### config.mk
export PLATFORM = sky130hd
export DESIGN_NAME = adc_seq_top
export DESIGN_NICKNAME = d
export VERILOG_FILES = /design/src/rtl/adc_seq_pkg.sv /design/src/rtl/adc_seq_ctrl.sv /design/src/rtl/adc_seq_dpath.sv /design/src/rtl/adc_seq_top.sv
export SDC_FILE = /design/constraint.sdc
export NUM_CORES = 1
export LEC_CHECK = 0
export BUFFER_PORTS_ARGS = -buffer_cell sky130_fd_sc_hd__buf_2
export CORE_MARGIN = 8
export CORE_UTILIZATION = 30
export CTS_CLUSTER_SIZE = 28
export DETAILED_ROUTE_END_ITERATION = 8
export GPL_TIMING_DRIVEN = 0
export PLACE_DENSITY = 0.63
export SYNTH_ARGS = -nofsm -noshare
export SYNTH_HDL_FRONTEND = slang
export SYNTH_HIERARCHICAL = 1
export SYNTH_SLANG_ARGS = --single-unit
export TNS_END_PERCENT = 10
### constraint.sdc
create_clock -name clk -period 2.3 [get_ports clk]
set_clock_uncertainty 0.15 [all_clocks]
set_input_delay 0.69 -clock clk [delete_from_list [all_inputs] [get_ports clk]]
set_output_delay 0.69 -clock clk [all_outputs]
set_load 0.01 [all_outputs]
### src/rtl/adc_seq_pkg.sv
package adc_seq_pkg;
  localparam int REG_W     = 16;
  localparam int ADDR_W    = 2;
  localparam int CHAN_W    = 3;
  localparam int CHAN_LSB  = 1;
  localparam int MASK_W    = 10;
  localparam int MASK_LSB  = 5;
  localparam int DELAY_BIT = 15;
  localparam int START_BIT = 0;
  localparam int DONE_BIT  = 2;

  localparam logic [ADDR_W-1:0] ADDR_CTRL   = 2'd0;
  localparam logic [ADDR_W-1:0] ADDR_RESULT = 2'd1;
  localparam logic [ADDR_W-1:0] ADDR_STATUS = 2'd2;
  localparam logic [ADDR_W-1:0] ADDR_ENABLE = 2'd3;

  typedef enum logic [1:0] {
    ST_IDLE   = 2'd0,
    ST_SETTLE = 2'd1,
    ST_REQ    = 2'd2
  } seqState_t;

  typedef struct packed {
    logic loadCfg;
    logic capture;
  } seqStrobe_t;
endpackage

### src/rtl/adc_seq_ctrl.sv
module adc_seq_ctrl
  import adc_seq_pkg::*;
#(
  parameter int SETTLE_CYCLES = 64
) (
  input  logic       clk,
  input  logic       rstN,
  input  logic       ctrlWr,
  input  logic       startBit,
  input  logic       delayBit,
  input  logic       convDone,
  output seqStrobe_t strobe,
  output logic       busy,
  output logic       convReq
);
  localparam int CNT_W = (SETTLE_CYCLES > 1) ? $clog2(SETTLE_CYCLES) : 1;
  localparam logic [CNT_W-1:0] CNT_LOAD = CNT_W'(SETTLE_CYCLES - 1);

  seqState_t       state;
  logic [CNT_W-1:0] settleCnt;
  logic            startHit;

  assign startHit       = ctrlWr && startBit && (state == ST_IDLE);
  assign strobe.loadCfg = startHit;
  assign strobe.capture = (state == ST_REQ) && convDone;
  assign busy           = (state != ST_IDLE);
  assign convReq        = (state == ST_REQ);

  always_ff @(posedge clk) begin
    if (!rstN) begin
      state     <= ST_IDLE;
      settleCnt <= '0;
    end else begin
      unique case (state)
        ST_IDLE: begin
          if (startHit) begin
            settleCnt <= CNT_LOAD;
            state     <= delayBit ? ST_SETTLE : ST_REQ;
          end
        end
        ST_SETTLE: begin
          if (settleCnt == '0) state <= ST_REQ;
          else                 settleCnt <= settleCnt - 1'b1;
        end
        ST_REQ: begin
          if (convDone) state <= ST_IDLE;
        end
        default: state <= ST_IDLE;
      endcase
    end
  end

  a_r4_req_held: assert property (@(posedge clk) disable iff (!rstN)
    convReq && !convDone |=> convReq);
  a_r4_req_drops: assert property (@(posedge clk) disable iff (!rstN)
    convReq && convDone |=> !convReq);
  a_r3_no_delay_req: assert property (@(posedge clk) disable iff (!rstN)
    ctrlWr && startBit && !busy && !delayBit |=> convReq);
  a_r3_delay_waits: assert property (@(posedge clk) disable iff (!rstN)
    ctrlWr && startBit && !busy && delayBit |=> busy && !convReq);
  a_r5_busy_start_ignored: assert property (@(posedge clk) disable iff (!rstN)
    busy && !convReq && ctrlWr && startBit |=> busy);
endmodule

### src/rtl/adc_seq_dpath.sv
module adc_seq_dpath
  import adc_seq_pkg::*;
(
  input  logic              clk,
  input  logic              rstN,
  input  seqStrobe_t        strobe,
  input  logic              busy,
  input  logic              regWr,
  input  logic [ADDR_W-1:0] regAddr,
  input  logic [REG_W-1:0]  regWrData,
  input  logic [REG_W-1:0]  convData,
  output logic [REG_W-1:0]  regRdData,
  output logic [CHAN_W-1:0] muxSel,
  output logic              irq
);
  logic [CHAN_W-1:0] cfgChan;
  logic [MASK_W-1:0] cfgMask;
  logic              cfgDelay;
  logic [REG_W-1:0]  resultReg;
  logic              doneFlag;
  logic              irqEn;
  logic              clearHit;
  logic              enWr;

  assign clearHit = regWr && (regAddr == ADDR_STATUS) && regWrData[DONE_BIT];
  assign enWr     = regWr && (regAddr == ADDR_ENABLE);

  always_ff @(posedge clk) begin
    if (!rstN) begin
      cfgChan  <= '0;
      cfgMask  <= '0;
      cfgDelay <= 1'b0;
    end else if (strobe.loadCfg) begin
      cfgChan  <= regWrData[CHAN_LSB +: CHAN_W];
      cfgMask  <= regWrData[MASK_LSB +: MASK_W];
      cfgDelay <= regWrData[DELAY_BIT];
    end
  end

  always_ff @(posedge clk) begin
    if (!rstN) begin
      resultReg <= '0;
    end else if (strobe.capture) begin
      resultReg <= convData;
    end
  end

  always_ff @(posedge clk) begin
    if (!rstN) begin
      doneFlag <= 1'b0;
      irqEn    <= 1'b0;
    end else begin
      if (strobe.capture)  doneFlag <= 1'b1;
      else if (clearHit)   doneFlag <= 1'b0;
      if (enWr)            irqEn <= regWrData[DONE_BIT];
    end
  end

  always_comb begin
    regRdData = '0;
    unique case (regAddr)
      ADDR_CTRL: begin
        regRdData[START_BIT]                = busy;
        regRdData[CHAN_LSB +: CHAN_W]       = cfgChan;
        regRdData[MASK_LSB +: MASK_W]       = cfgMask;
        regRdData[DELAY_BIT]                = cfgDelay;
      end
      ADDR_RESULT: regRdData = resultReg;
      ADDR_STATUS: regRdData[DONE_BIT] = doneFlag;
      ADDR_ENABLE: regRdData[DONE_BIT] = irqEn;
      default:     regRdData = '0;
    endcase
  end

  assign muxSel = cfgChan;
  assign irq    = doneFlag && irqEn;

  a_r6_done_on_capture: assert property (@(posedge clk) disable iff (!rstN)
    strobe.capture |=> doneFlag);
  a_r6_result_on_capture: assert property (@(posedge clk) disable iff (!rstN)
    strobe.capture |=> resultReg == $past(convData));
  a_r7_done_sticky: assert property (@(posedge clk) disable iff (!rstN)
    doneFlag && !clearHit |=> doneFlag);
  a_r8_set_wins: assert property (@(posedge clk) disable iff (!rstN)
    strobe.capture && clearHit |=> doneFlag);
  a_r9_irq_fall_cause: assert property (@(posedge clk) disable iff (!rstN)
    $fell(irq) |-> $past(clearHit || enWr));
  a_r5_cfg_frozen_busy: assert property (@(posedge clk) disable iff (!rstN)
    busy |=> $stable(cfgChan) && $stable(cfgMask) && $stable(cfgDelay));
endmodule

### src/rtl/adc_seq_top.sv
module adc_seq_top
  import adc_seq_pkg::*;
#(
  parameter int SETTLE_CYCLES = 64
) (
  input  logic        clk,
  input  logic        rstN,
  input  logic        regWr,
  input  logic [1:0]  regAddr,
  input  logic [15:0] regWrData,
  output logic [15:0] regRdData,
  output logic [2:0]  muxSel,
  output logic        convReq,
  input  logic        convDone,
  input  logic [15:0] convData,
  output logic        irq
);
  seqStrobe_t strobe;
  logic       busy;
  logic       ctrlWr;

  assign ctrlWr = regWr && (regAddr == ADDR_CTRL);

  adc_seq_ctrl #(.SETTLE_CYCLES(SETTLE_CYCLES)) u_ctrl (
    .clk      (clk),
    .rstN     (rstN),
    .ctrlWr   (ctrlWr),
    .startBit (regWrData[START_BIT]),
    .delayBit (regWrData[DELAY_BIT]),
    .convDone (convDone),
    .strobe   (strobe),
    .busy     (busy),
    .convReq  (convReq)
  );

  adc_seq_dpath u_dpath (
    .clk       (clk),
    .rstN      (rstN),
    .strobe    (strobe),
    .busy      (busy),
    .regWr     (regWr),
    .regAddr   (regAddr),
    .regWrData (regWrData),
    .convData  (convData),
    .regRdData (regRdData),
    .muxSel    (muxSel),
    .irq       (irq)
  );
endmodule

==> flow_summary.toml <==
[worst_setup_path]
worstSetupPathType = "in -> out"
critPathLaunchType = "primary input"
critPathMaxFanout = 4
reg2reg_to = "u_dpath/cfgMask[6]$_SDFFE_PN0P_"
reg2reg_slack_ns = 0.33
r2r_start = "u_ctrl/state[0]$_SDFFE_PN0P_"
critPathArrivalTime_ns = 1.52
endpoint_kind = "primary output"
r2r_cells = 7
crit_required_ns = 1.46

[grt]
antenna_found_initial = 0
grt.met1_usage_pct = 13.4
grt_pass1_wl_um = 8610
grt-ovfl-total = 0
top_usage_layer = "met2"
met3_usage_pct = 3.70
grt_max_degree = 13
met2_usage_pct = 18.4
track_usage_pct = 11.0
grt_pass1_vias = 1730

[sta]
slew_viol_final = 0
finalCritPeriodShare_pct = 102
clock.fmax_mhz = 424
grt_setup_unrepaired = "yes"
finalHoldViolations = 0
finalSetupViolCount = 3
worst_slew_pin_slew_ns = 0.435
timing.slew.headroom_pct = 70.2
setup_ws_ns = -0.0574
fin_crit_ns = 2.36

[synthesis]
synth-compound-area-share_pct = 9.57
ys_warn_count = 6
syn_nets = 241
synthSimpleGateAreaFrac_pct = 20.0
synth_adder_area_share_pct = 1.24
ys_ff_latch = 40
synth_top_family_by_area = "multiplexers"
seq_area_frac_synth_pct = 39.5
synth-xor-area-share_pct = 0
synthCells = 201
synth_ff_type = "dfxtp_1"
ys_types = 42
synthMuxAreaShare_pct = 23.3
ys_async_sr_fraction_pct = 0
avgSynthCellArea_sq_um = 10.1
synth-edff-count = 0
syn_area_sq_um = 2030

[power_and_ir_drop]
p_int_mw = 1.03
worst_ir_drop_vdd_mv = 0.201
seq_power_share_pct = 52.3
switchingPower_mw = 0.338
cellPowerDensity_nw_per_um2 = 535
p_sw_share_pct = 24.7
leakage_nw = 1.03
p_comb_share_pct = 12.2
p_total_mw = 1.37
clock_power_share_pct = 35.4

[route]
wl_per_cell_um = 15.0
antenna_left = 0
drc = 0
drt-initial-drc-count = 43
first_pass_iters = 4
routed_wl_um = 5210
drt-vias-per-instance = 4.76
dr_total_vias = 1658

[finish]
layout-drive-gt1-share_pct = 31.0
syn_to_final_growth_pct = 26.4
nNetsFinal = 307
antenna_cells = 0

[floorplanning]
row_count = 30
initial_core_util_pct = 30.3
core_sq_um = 6680
die_w_um = 98.2
die_area_sq_um = 9640
pin_count = 59
die_height_um = 98.2

[outcome]
failed_checks = "setup timing"
status = "finished, violations left"

[clocking]
path_clk_slew_ns = 0.08
hold_buffers = 0
htree_num_levels = 2
cts.sinks = 40
cts_tree = "built"
cts-buffers-inserted = 5
cts_max_path_buffers = 2
clk_latency_ns = 0.29
ctsRootBufferMaster = "clkbuf_8"

[worst_hold_path]
hold_class = "reg -> reg"
hold_end = "u_dpath/irqEn$_SDFFE_PN0P_"
hold_start = "u_dpath/irqEn$_SDFFE_PN0P_"
worstHoldPathCells = 2

[place]
gp_congestion = 0.730
dp_hpwl_um = 3850
place_ws_ns = -0.249
port_buffers = 57

[run]
maxCapViolCount = 0
-- sequential cells by signal, indices dropped and copies added, names as in the netlist --
name,cells
u_ctrl/settleCnt,6
u_dpath/cfgMask,10
u_dpath/irqEn,1
u_ctrl/state,2
u_dpath/resultReg,16
u_dpath/cfgDelay,1
u_dpath/doneFlag,1
u_dpath/muxSel,3
-- cell families after synthesis --
kind of cell | after synthesis
flip-flops | 40
buffers and inverters | 21
AO/OA/AOI/OAI | 23
AND/OR/NAND/NOR | 69
multiplexers | 46
adder cells (fa/ha/maj) | 2
-- metrics by stage --
stage                     cells  hold slack [ns]  cell area (sq um)  setup TNS [ns]  utilization [%]
after CTS                   348            0.340               2550         -0.0650             38.2
after detailed placement    338            0.329               2410           -4.00             36.1
after global placement      338            0.317               2410           -3.94             36.1
final                       348            0.340               2560         -0.0728             38.3
after global routing        348            0.361               2560          -0.493             38.3
after floorplan             201            0.293               2030               0                -
-- how the worst max path moves through the flow --
stage	start	endpoint	slack [ns]	cells after the start
finish	regAddr[0]	regRdData[2]	-0.06	4
global placement	regAddr[1]	u_dpath/muxSel[2]$_SDFFE_PN0P_	-0.24	8
floorplan	regAddr[0]	regRdData[2]	0.12	2
CTS	regAddr[0]	regRdData[2]	-0.06	4
global route	regAddr[0]	regRdData[2]	-0.08	4
detailed placement	regAddr[1]	u_dpath/cfgMask[6]$_SDFFE_PN0P_	-0.25	8
-- critical path, cell delays in order --
cell	delay, ns
buf_8	0.08
buf_8	0.10
mux4_2	0.51
buf_6	0.14
-- power by group through the flow --
stage	Combinational (mW)	Sequential, mW	Clock [mW]
2_1_floorplan	0.0944	0.731	0
3_3_place_gp	0.158	0.732	0
3_5_place_dp	0.160	0.733	0
4_1_cts	0.169	0.717	0.501
5_1_grt	0.184	0.719	0.534
6_report	0.168	0.717	0.486
-- layout by cell type, fill, tap and decap left out, types with 4 or more instances in the layout --
master / count
a21oi_1: 5
nand2_1: 4
clkbuf_1: 5
nor2_1: 14
nor2b_1: 32
inv_1: 7
dfxtp_1: 40
mux2i_1: 44
clkbuf_8: 6
nor3_1: 5
buf_2: 56
buf_6: 5
-- synth_stat cells (3+ instances only) --
master	number	area, sq um
a21oi_1	5	25.0
buf_6	3	33.8
mux2i_1	45	450
nor2_1	15	56.3
nor2b_1	32	200
clkbuf_1	5	18.8
nand2_1	4	15.0
inv_1	7	26.3
buf_2	3	15.0
nor3_1	5	25.0
dfxtp_1	40	801
-- metal layers --
metal | vias up | wire length [um]
met5 | - | 0
met4 | 0 | 38
met2 | 37 | 2500
met3 | 5 | 269
li1 | 835 | -
met1 | 781 | 2410
-- repair_timing --
| item | 4_1_cts | 5_1_grt |
|---|---|---|
| cloned | 0 | 0 |
| buffers inserted | 2 | 0 |
| setup endpoints to repair | 12 | 23 |
| resized for setup | 10 | 3 |
-- area by class of cell --
class                   instances  area (sq um)
inverters                       7          26.3
well taps                      80           100
clock inverters                 1          7.51
fillers                       691          4120
flip-flops and latches         40           801
repair buffers                 59           317
plain buffers                  14           120
clock buffers                   7          86.3
multi-input cells             140          1100
Note: power is estimated with default switching activity, not from simulation.
